==> src/rtl/sr_pkg.sv <==
package sr_pkg;

    typedef enum logic [2:0] {
        OP_OTHER = 3'd0,
        OP_WREN  = 3'd1,
        OP_WRDI  = 3'd2,
        OP_ARM   = 3'd3,
        OP_WRSR  = 3'd4
    } op_t;

    typedef enum logic [2:0] {
        QK_BYTE  = 3'd0,
        QK_SECT  = 3'd1,
        QK_BLK32 = 3'd2,
        QK_BLK64 = 3'd3,
        QK_CHIP  = 3'd4
    } qkind_t;

    typedef struct packed {
        logic       busy;
        logic       wel;
        logic [1:0] bp;
        logic       aai;
        logic       bpl;
        logic       tsp;
        logic       bsp;
        logic       armed;
    } sr_state_t;

    localparam int DATA_W = 16;

endpackage

==> src/rtl/sr_range_gen.sv <==
module sr_range_gen
    import sr_pkg::*;
#(
    parameter int ADDR_W  = 18,
    parameter int SECT_W  = 12,
    parameter int BLKS_W  = 15,
    parameter int BLKL_W  = 16
) (
    input  logic [2:0]        kind_i,
    input  logic [ADDR_W-1:0] addr_i,
    output logic [ADDR_W-1:0] lo_o,
    output logic [ADDR_W-1:0] hi_o,
    output logic              valid_o
);
    localparam logic [ADDR_W-1:0] M_SECT = ADDR_W'((64'd1 << SECT_W) - 64'd1);
    localparam logic [ADDR_W-1:0] M_BLKS = ADDR_W'((64'd1 << BLKS_W) - 64'd1);
    localparam logic [ADDR_W-1:0] M_BLKL = ADDR_W'((64'd1 << BLKL_W) - 64'd1);

    logic [ADDR_W-1:0] mask;

    always_comb begin
        mask    = '0;
        valid_o = 1'b1;
        case (qkind_t'(kind_i))
            QK_BYTE:  mask = '0;
            QK_SECT:  mask = M_SECT;
            QK_BLK32: mask = M_BLKS;
            QK_BLK64: mask = M_BLKL;
            QK_CHIP:  mask = '1;
            default: begin
                mask    = '0;
                valid_o = 1'b0;
            end
        endcase
        lo_o = addr_i & ~mask;
        hi_o = addr_i | mask;
    end

endmodule

==> src/rtl/sr_guard.sv <==
module sr_guard
    import sr_pkg::*;
#(
    parameter int ADDR_W = 18,
    parameter int SECT_W = 12
) (
    input  logic              clk,
    input  logic              rst_n,
    input  logic [2:0]        kind_i,
    input  logic [ADDR_W-1:0] lo_i,
    input  logic [ADDR_W-1:0] hi_i,
    input  logic              valid_i,
    input  logic [1:0]        bp_i,
    input  logic              tsp_i,
    input  logic              bsp_i,
    input  logic              wel_i,
    input  logic              busy_i,
    output logic              allow_o
);
    localparam logic [ADDR_W-1:0] QTR3_LO = {2'b11, {(ADDR_W-2){1'b0}}};
    localparam logic [ADDR_W-1:0] HALF_LO = {2'b10, {(ADDR_W-2){1'b0}}};
    localparam logic [ADDR_W-1:0] TOP_LO  = {{(ADDR_W-SECT_W){1'b1}}, {SECT_W{1'b0}}};

    logic [ADDR_W-1:0] bp_lo;
    logic              bp_hit;
    logic              top_hit;
    logic              bot_hit;

    always_comb begin
        case (bp_i)
            2'b01:   bp_lo = QTR3_LO;
            2'b10:   bp_lo = HALF_LO;
            default: bp_lo = '0;
        endcase
        bp_hit  = (bp_i != 2'b00) && (hi_i >= bp_lo);
        top_hit = tsp_i && (hi_i >= TOP_LO);
        bot_hit = bsp_i && (lo_i[ADDR_W-1:SECT_W] == '0);
        allow_o = valid_i && wel_i && !busy_i && !bp_hit && !top_hit && !bot_hit;
    end

    AST_CHIP_NEEDS_CLEAR: assert property (@(posedge clk) disable iff (!rst_n)
        (qkind_t'(kind_i) == QK_CHIP && allow_o) |-> (bp_i == 2'b00 && !tsp_i && !bsp_i));
    AST_IDLE_DENY: assert property (@(posedge clk) disable iff (!rst_n)
        (!wel_i || busy_i) |-> !allow_o);
    AST_TOP_SECT_DENY: assert property (@(posedge clk) disable iff (!rst_n)
        (tsp_i && hi_i >= TOP_LO) |-> !allow_o);

endmodule

==> src/rtl/sr_regs.sv <==
module sr_regs
    import sr_pkg::*;
#(
    parameter int CNT_W = 5
) (
    input  logic              clk,
    input  logic              rst_n,
    input  logic              instr_end_i,
    input  logic [2:0]        instr_op_i,
    input  logic [CNT_W-1:0]  wr_bits_i,
    input  logic [DATA_W-1:0] wr_data_i,
    input  logic              wr_done_i,
    input  logic              aai_start_i,
    input  logic              wp_n_i,
    input  logic              busy_i,
    output sr_state_t         st_o
);
    localparam logic [CNT_W-1:0] BITS_BYTE = CNT_W'(8);
    localparam logic [CNT_W-1:0] BITS_WORD = CNT_W'(16);
    localparam sr_state_t ST_RESET = '{busy: 1'b0, wel: 1'b0, bp: 2'b11, aai: 1'b0,
                                       bpl: 1'b0, tsp: 1'b0, bsp: 1'b0, armed: 1'b0};

    sr_state_t st_d, st_q;
    op_t       op;
    logic      locked;
    logic      fmt_byte;
    logic      fmt_word;
    logic [7:0] main_byte;

    always_comb begin
        op        = op_t'(instr_op_i);
        locked    = !wp_n_i && st_q.bpl;
        fmt_byte  = (wr_bits_i == BITS_BYTE);
        fmt_word  = (wr_bits_i == BITS_WORD);
        main_byte = fmt_word ? wr_data_i[15:8] : wr_data_i[7:0];

        st_d      = st_q;
        st_d.busy = busy_i;
        if (aai_start_i) st_d.aai = 1'b1;
        if (wr_done_i)   st_d.wel = 1'b0;

        if (instr_end_i) begin
            case (op)
                OP_WREN: begin
                    st_d.wel   = 1'b1;
                    st_d.armed = 1'b1;
                end
                OP_ARM: begin
                    st_d.armed = 1'b1;
                end
                OP_WRDI: begin
                    st_d.wel   = 1'b0;
                    st_d.aai   = 1'b0;
                    st_d.armed = 1'b0;
                end
                OP_WRSR: begin
                    st_d.wel   = 1'b0;
                    st_d.armed = 1'b0;
                    if (st_q.armed && !locked && (fmt_byte || fmt_word)) begin
                        st_d.bp  = main_byte[3:2];
                        st_d.bpl = main_byte[7];
                        if (fmt_word) begin
                            st_d.tsp = wr_data_i[2];
                            st_d.bsp = wr_data_i[3];
                        end
                    end
                end
                default: begin
                    st_d.armed = 1'b0;
                end
            endcase
        end
    end

    always_ff @(posedge clk or negedge rst_n) begin
        if (!rst_n) st_q <= ST_RESET;
        else        st_q <= st_d;
    end

    assign st_o = st_q;

    AST_LOCK_HOLDS: assert property (@(posedge clk) disable iff (!rst_n)
        (!wp_n_i && st_q.bpl) |=> $stable({st_q.bp, st_q.bpl, st_q.tsp, st_q.bsp}));
    AST_UNARMED_IGNORED: assert property (@(posedge clk) disable iff (!rst_n)
        (instr_end_i && op_t'(instr_op_i) == OP_WRSR && !st_q.armed)
        |=> $stable({st_q.bp, st_q.bpl, st_q.tsp, st_q.bsp}));
    AST_WRSR_DROPS_WEL: assert property (@(posedge clk) disable iff (!rst_n)
        (instr_end_i && op_t'(instr_op_i) == OP_WRSR) |=> !st_q.wel);
    AST_WRDI_CLEARS: assert property (@(posedge clk) disable iff (!rst_n)
        (instr_end_i && op_t'(instr_op_i) == OP_WRDI) |=> (!st_q.wel && !st_q.aai));
    AST_BAD_COUNT_IGNORED: assert property (@(posedge clk) disable iff (!rst_n)
        (instr_end_i && op_t'(instr_op_i) == OP_WRSR
         && wr_bits_i != BITS_BYTE && wr_bits_i != BITS_WORD)
        |=> $stable({st_q.bp, st_q.bpl, st_q.tsp, st_q.bsp}));

endmodule

==> src/rtl/sr_wp_ctrl.sv <==
module sr_wp_ctrl
    import sr_pkg::*;
#(
    parameter int ADDR_W = 18,
    parameter int SECT_W = 12,
    parameter int BLKS_W = 15,
    parameter int BLKL_W = 16,
    parameter int CNT_W  = 5
) (
    input  logic              clk,
    input  logic              rst_n,
    input  logic              instr_end_i,
    input  logic [2:0]        instr_op_i,
    input  logic [CNT_W-1:0]  wr_bits_i,
    input  logic [15:0]       wr_data_i,
    input  logic              wr_done_i,
    input  logic              aai_start_i,
    input  logic              wp_n_i,
    input  logic              busy_i,
    input  logic [2:0]        q_kind_i,
    input  logic [ADDR_W-1:0] q_addr_i,
    output logic [7:0]        status_o,
    output logic [7:0]        status1_o,
    output logic              allow_o
);
    sr_state_t         st;
    logic [ADDR_W-1:0] rng_lo;
    logic [ADDR_W-1:0] rng_hi;
    logic              rng_valid;

    sr_regs #(.CNT_W(CNT_W)) u_regs (
        .clk         (clk),
        .rst_n       (rst_n),
        .instr_end_i (instr_end_i),
        .instr_op_i  (instr_op_i),
        .wr_bits_i   (wr_bits_i),
        .wr_data_i   (wr_data_i),
        .wr_done_i   (wr_done_i),
        .aai_start_i (aai_start_i),
        .wp_n_i      (wp_n_i),
        .busy_i      (busy_i),
        .st_o        (st)
    );

    sr_range_gen #(
        .ADDR_W (ADDR_W),
        .SECT_W (SECT_W),
        .BLKS_W (BLKS_W),
        .BLKL_W (BLKL_W)
    ) u_range (
        .kind_i  (q_kind_i),
        .addr_i  (q_addr_i),
        .lo_o    (rng_lo),
        .hi_o    (rng_hi),
        .valid_o (rng_valid)
    );

    sr_guard #(
        .ADDR_W (ADDR_W),
        .SECT_W (SECT_W)
    ) u_guard (
        .clk     (clk),
        .rst_n   (rst_n),
        .kind_i  (q_kind_i),
        .lo_i    (rng_lo),
        .hi_i    (rng_hi),
        .valid_i (rng_valid),
        .bp_i    (st.bp),
        .tsp_i   (st.tsp),
        .bsp_i   (st.bsp),
        .wel_i   (st.wel),
        .busy_i  (busy_i),
        .allow_o (allow_o)
    );

    assign status_o  = {st.bpl, st.aai, 2'b00, st.bp, st.wel, st.busy};
    assign status1_o = {4'b0000, st.bsp, st.tsp, 2'b00};

    AST_BUSY_FOLLOWS: assert property (@(posedge clk) disable iff (!rst_n)
        busy_i |=> status_o[0]);

endmodule

==> config.mk <==
export PLATFORM = sky130hd
export DESIGN_NAME = sr_wp_ctrl
export DESIGN_NICKNAME = d
export VERILOG_FILES = /design/src/rtl/sr_pkg.sv /design/src/rtl/sr_range_gen.sv /design/src/rtl/sr_guard.sv /design/src/rtl/sr_regs.sv /design/src/rtl/sr_wp_ctrl.sv
export SDC_FILE = /design/constraint.sdc
export NUM_CORES = 1
export LEC_CHECK = 0
export BUFFER_PORTS_ARGS = -buffer_cell sky130_fd_sc_hd__buf_2
export CAP_MARGIN = 20
export CORE_UTILIZATION = 36
export CTS_BUF_LIST = sky130_fd_sc_hd__clkbuf_8
export DETAILED_ROUTE_END_ITERATION = 10
export PLACE_DENSITY = 0.91
export SYNTH_ARGS = -nofsm -noshare
export SYNTH_HDL_FRONTEND = slang
export SYNTH_SLANG_ARGS = --single-unit
export TNS_END_PERCENT = 20
==> constraint.sdc <==
create_clock -name clk -period 2.15 [get_ports clk]
set_clock_uncertainty 0.2 [all_clocks]
set_input_delay 0.43 -clock clk [delete_from_list [all_inputs] [get_ports clk]]
set_output_delay 0.43 -clock clk [all_outputs]
set_load 0.005 [all_outputs]
==> impl_metrics.tcl, run 1 <==
set metrics [dict create \
    core_sq_um 2060 \
    rows 16 \
    arrival_ns 1.86 \
    crit_path_top_delay_cell "dfstp_2" \
    cts_tree "yes" \
    hold_path.startpoint "busy_i" \
    end_kind "primary output" \
    hold_class "in -> reg" \
    synth_common_cells "buf_4 (16), inv_1 (9), dfrtp_1 (7)" \
    synth_edf_count 0 \
    cp_cell_sequence "inv_2 > ha_4 > inv_2 > ha_4 > a21oi_2 > o2111ai_1 > nor3_1 > buf_2" \
    synth_cells 88 \
    p_int_mw 0.368 \
    wl_per_cell_microns 10.2 \
    pre_cts_ws_ns -0.183 \
    combPwrFrac_pct 24.6 \
    largest_reg_flops 9 \
    fin_util_pct 56.6 \
    nets 199 \
    cap_violations 0 \
    synth_area_per_cell_sq_um 9.40 \
    die_h_microns 49.9 \
    hold_end "u_regs.st_o[8]$_DFF_PN0_" \
    hold_path_depth 1 \
    synth_seq_area_share_pct 27.5 \
    drt_pass1_iterations 2 \
    status "finished with violations" \
    drv_slew 0 \
    dieArea_sq_um 2490 \
    cts.clk_slew.worst_paths_ns 0.04 \
    dpl.hpwl_mm 1.50 \
    period_share_pct 116 \
    yosysMostFrequentCell "buf_4" \
    drc 0 \
    clock_sinks 9 \
    cts_buffers 3 \
    leakage_nw 0.634 \
    synth_seq_cells 9 \
    grt_max_degree 10 \
    clockRootBuffer "clkbuf_8" \
    rr_startpoint "u_regs.st_o[3]$_DFFE_PN0P_" \
    synth_top_area_cell "dfrtp_1" \
    p_clk_share_pct 38.2 \
    io_buffers 50 \
    setup_viol 1 \
    cp.required_ns 1.52 \
    area_growth_pct 41.0 \
    h-tree-depth 1 \
    grt_pass1_vias 727 \
    gp_congestion 0.740 \
    die_x_microns 49.9 \
    whs_ns 0.126 \
    fmax_ghz 0.401 \
    num-fill-cells 186 \
    synth_top_area_share_pct 21.2 \
    power.switching_mw 0.123 \
    hold_viol 0 \
    ys_types 39 \
    globalRoute.totalOverflow 0 \
    seqPwrFrac_pct 37.3 \
    fin_ws_ns -0.344 \
    postRouteAntennaNets 0 \
    grt_pass1_wl_mm 2.80 \
    reg2reg_depth 3 \
    start_util_pct 40.1 \
    cts_buffer_depth 2 \
    via_count 793 \
    r2r_end "u_regs.st_o[3]$_DFFE_PN0P_" \
    via_per_inst 4.69 \
    clk_latency_ns 0.23 \
    layout-drive-gt1-share_pct 54.9 \
    worstSetupPathType "reg -> out" \
    slowest_delay_ns 0.53 \
    p_per_area_nw_per_um2 421 \
    r2r_slack_ns 0.44 \
    antenna_found_initial 0 \
    syn_area_sq_um 827 \
    grt_usage_pct 14.9 \
    p_total_mw 0.490 \
    ys_top_cells_by_area "dfrtp_1 (21%), buf_4 (15%), dfstp_2 (6.4%), ha_1 (6.1%), mux2i_1 (4.8%)" \
    switching_share_pct 25.0 \
    ys.flop_type "dfrtp_1" \
    routed_wl_mm 1.72 \
    synth_warnings 0 \
    cp-start-kind "flop" \
    crit_path_max_fanout 2 \
    finalSetupTns_ns -0.344 \
    finalWorstPathRequiredPeriod_ns 2.49 \
    drtIter0Drc 5 \
    peakVddDrop_uv 303 \
    n_antenna_cell 0 \
    violations "setup timing" \
    async_reset_ff_share_pct 100 \
    multi_input_area_sq_um 505 \
    io_pins 69 \
    regArea_sq_um 228 \
    rsz0062_at_grt "true" \
]
power by group through the flow:
| stage | Sequential (mW) | Combinational [mW] | Clock [mW] |
|---|---|---|---|
| floorplan | 0.184 | 0.0645 | 0 |
| global placement | 0.185 | 0.112 | 0 |
| detailed placement | 0.185 | 0.116 | 0 |
| CTS | 0.183 | 0.121 | 0.190 |
| global route | 0.183 | 0.134 | 0.202 |
| finish | 0.183 | 0.120 | 0.187 |
area by class of cell:
type	instances	area share (%)
Multi-Input combinational cell	61	43.3
Timing Repair Buffer	59	27.5
Sequential cell	9	19.5
Clock buffer	3	3.54
Inverter	9	2.90
Tap cell	27	2.90
Clock inverter	1	0.322
per-layer routing:
layer / GRT usage [%] / part of all wire [%] / vias up
met2: 26.8 / 48 / 49
li1: - / - / 399
met1: 16.1 / 43 / 343
met5: 0 / 0 / -
met4: 8.57 / 0.93 / 0
met3: 2.47 / 8.8 / 2
logic make-up (layout without fill, tap and decap cells):
family | Yosys count | in the layout | share of synthesized area, %
compound gates | 14 | 14 | 13.9
xor+xnor | 2 | 2 | 2.12
other cells | 1 | 8 | 0.453
fa+ha+maj | 4 | 4 | 6.05
simple gates | 25 | 25 | 20.6
buf+inv | 25 | 72 | 18.6
mux | 8 | 8 | 10.7
flops | 9 | 9 | 27.5
layout by cell type (no fill, tap or decap), types with 2 or more instances in the layout:
cell type,count
mux2i_1,4
a31oi_1,2
dfstp_2,2
ha_1,2
nor3_2,2
nor2_1,3
inv_1,7
buf_2,50
nand3_1,2
clkbuf_8,3
mux2_1,3
a21oi_1,2
nor4_1,3
buf_4,8
inv_2,3
ha_4,2
dfrtp_1,7
nor3_1,2
conb_1,8
nand2_1,2
what timing repair did:
action                                  in CTS  in global routing
buffers inserted                             1                  0
hold buffers                                 1                  0
gates resized for setup                      1                  1
pin swaps                                    5                  1
endpoints found under the setup margin       1                  1
endpoints found under the hold margin        7                  0
critical path, delay by kind of cell (launching register included):
family / cells / cell delay [ns]
compound gates: 2 / 0.24
fa+ha+maj: 2 / 0.47
buf+inv: 3 / 0.23
flops: 1 / 0.53
simple gates: 1 / 0.18
stage by stage:
stage | cells | area (sq um)
2_1_floorplan | 95 | 878
3_3_place_gp | 163 | 1090
3_5_place_dp | 163 | 1090
4_1_cts | 169 | 1160
5_1_grt | 169 | 1170
6_report | 169 | 1170
how the worst max path moves through the flow:
| stage | from | endpoint | slack, ns | cells after the start |
|---|---|---|---|---|
| 4_1_cts | u_regs.st_o[6]$_DFFE_PN1P_ | allow_o | -0.35 | 8 |
| 3_3_place_gp | q_kind_i[1] | allow_o | -0.14 | 8 |
| 5_1_grt | u_regs.st_o[6]$_DFFE_PN1P_ | allow_o | -0.44 | 8 |
| 6_report | u_regs.st_o[6]$_DFFE_PN1P_ | allow_o | -0.34 | 8 |
| 3_5_place_dp | q_kind_i[1] | allow_o | -0.18 | 8 |
| 2_1_floorplan | u_regs.st_o[5]$_DFFE_PN1P_ | allow_o | 0.01 | 7 |
Power figures use the tool's default switching activity.
==> run 2: changes to the inputs <==
--- a/config.mk
+++ b/config.mk
@@ -11,6 +11,8 @@
 export CTS_BUF_LIST = sky130_fd_sc_hd__clkbuf_8
 export DETAILED_ROUTE_END_ITERATION = 10
 export PLACE_DENSITY = 0.91
+export SETUP_SLACK_MARGIN = 0.3
+export SLEW_MARGIN = 10
 export SYNTH_ARGS = -nofsm -noshare
 export SYNTH_HDL_FRONTEND = slang
 export SYNTH_SLANG_ARGS = --single-unit
==> run 2 against run 1 <==
Against the previous run: the run still ends with setup timing left; routed wire length rose by 6.6%; clock power barely moved; maximum frequency barely moved; sequential cell count did not move; combinational power rose by 3%; sequential power barely moved; first-iteration DRC count fell by 60%; power rose by 0.99%; core utilization rose by 0.91 points; global-route usage rose by 0.71 points; non-clock buffer count fell by 1; largest cell class unchanged.
==> impl_metrics.tcl, run 2 (synthesized netlist as in run 1, its figures left out) <==
set metrics [dict create \
    die_h_microns 49.9 \
    p_total_mw 0.495 \
    cts_buffer_depth 2 \
    routed_wl_mm 1.83 \
    fin_area_sq_um 1180 \
    area_growth_pct 43.3 \
    hold_viol 0 \
    cts_tree "yes" \
    leakage_nw 0.628 \
    drtIter0Drc 2 \
    status "finished with violations" \
    grt_pass1_vias 780 \
    cts.clk_slew.worst_paths_ns 0.04 \
    layout-drive-gt1-share_pct 57.4 \
    wl_per_cell_microns 10.9 \
    instances_no_fill 168 \
    finalWorstPathRequiredPeriod_ns 2.49 \
    dpl_cell_area_sq_um 1090 \
    fmax_ghz 0.401 \
    n_antenna_cell 0 \
    gp_congestion 0.748 \
    drc 0 \
    start_util_pct 40.1 \
    clockRootBuffer "clkbuf_8" \
    fin_util_pct 57.5 \
    cap_violations 0 \
    dieArea_sq_um 2490 \
    peakVddDrop_uv 421 \
    via_count 788 \
    hold_class "in -> reg" \
    fin_ws_ns -0.344 \
    antenna_found_initial 0 \
    grt_pass1_wl_mm 3.02 \
    h-tree-depth 1 \
    violations "setup timing" \
    dpl.hpwl_mm 1.55 \
    dpl.cell_count 162 \
    cp-start-kind "flop" \
    die_x_microns 49.9 \
    period_share_pct 116 \
    end_kind "primary output" \
    io_pins 69 \
    nets 198 \
    globalRoute.totalOverflow 0 \
    arrival_ns 1.86 \
    clk_latency_ns 0.23 \
    postRouteAntennaNets 0 \
    final_cell_mix "buf_2 (50), conb_1 (8), inv_1 (7), buf_4 (7), dfrtp_1 (7)" \
    io_buffers 50 \
    worstSetupPathType "reg -> out" \
    largest_reg_flops 9 \
    setup_viol 1 \
    core_sq_um 2060 \
    cp.required_ns 1.52 \
    crit_path_max_fanout 2 \
    cts_buffers 3 \
    drv_slew 0 \
    clock_sinks 9 \
    drt_pass1_iterations 4 \
    rsz0062_at_grt "true" \
    via_per_inst 4.69 \
    p_per_area_nw_per_um2 418 \
    grt_usage_pct 15.6 \
    grt_max_degree 10 \
    final_common_cell "buf_2" \
    rows 16 \
]
## run 2: repair_timing
action                                  in CTS  in global routing
gates resized for setup                      0                  5
pin swaps                                    5                  3
hold buffers                                 1                  0
setup buffers                                1                  0
endpoints found under the setup margin       1                  1
hold endpoints to repair                     7                  0
## run 2: final timing paths
path | slack, ns | from | to | cells past startpoint
setup / recovery | -0.34 | u_regs.st_o[6]$_DFFE_PN1P_ | allow_o | 8
hold / removal | 0.12 | busy_i | u_regs.st_o[8]$_DFF_PN0_ | 1
setup reg to reg | 0.48 | u_regs.st_o[3]$_DFFE_PN0P_ | u_regs.st_o[2]$_DFFE_PN0P_ | 3
hold reg to reg | 0.30 | u_regs.st_o[4]$_DFF_PN0_ | u_regs.st_o[4]$_DFF_PN0_ | 1
max in group asynchronous | 1.13 | rst_n | u_regs.st_o[6]$_DFFE_PN1P_ | 2
min in group asynchronous | 0.38 | rst_n | u_regs.st_o[4]$_DFF_PN0_ | 2
## run 2: cell type report
cell class / count / area [sq um]
multi-input combinational: 61 / 532
timing repair buffer: 58 / 313
tap: 27 / 33.8
inverter: 9 / 33.8
clock buffer: 3 / 41.3
clock inverter: 1 / 3.75
fill: 188 / 877
sequential: 9 / 228
## run 2: metrics by stage
stage / TNS, ns / hold slack, ns / setup WS [ns]
2_1_floorplan: 0 / -0.0656 / 0.0241
3_3_place_gp: -0.147 / 0.0834 / -0.147
3_5_place_dp: -0.170 / 0.0890 / -0.170
4_1_cts: -0.331 / 0.126 / -0.331
5_1_grt: -0.423 / 0.127 / -0.423
6_report: -0.344 / 0.124 / -0.344
## run 2: per-layer routing
layer	wire length, microns	vias up	global-route usage, %
met1	750	343	17.4
met4	19	0	4.29
met5	0	-	0
li1	-	395	-
met3	140	2	3.40
met2	920	48	29.1
## run 2: critical path: stages (launching register included)
cell	delay [ns]
dfstp_2	0.53
inv_2	0.05
ha_4	0.26
inv_2	0.04
ha_4	0.26
nand4_1	0.10
nor3_2	0.23
nor3_2	0.05
buf_2	0.12
## run 2: report_power, final
part,internal (mW),total (mW),switching [mW]
logic,0.0662,0.124,0.0574
clock network,0.124,0.189,0.0646
registers,0.178,0.183,0.00484
total,0.368,0.495,0.127
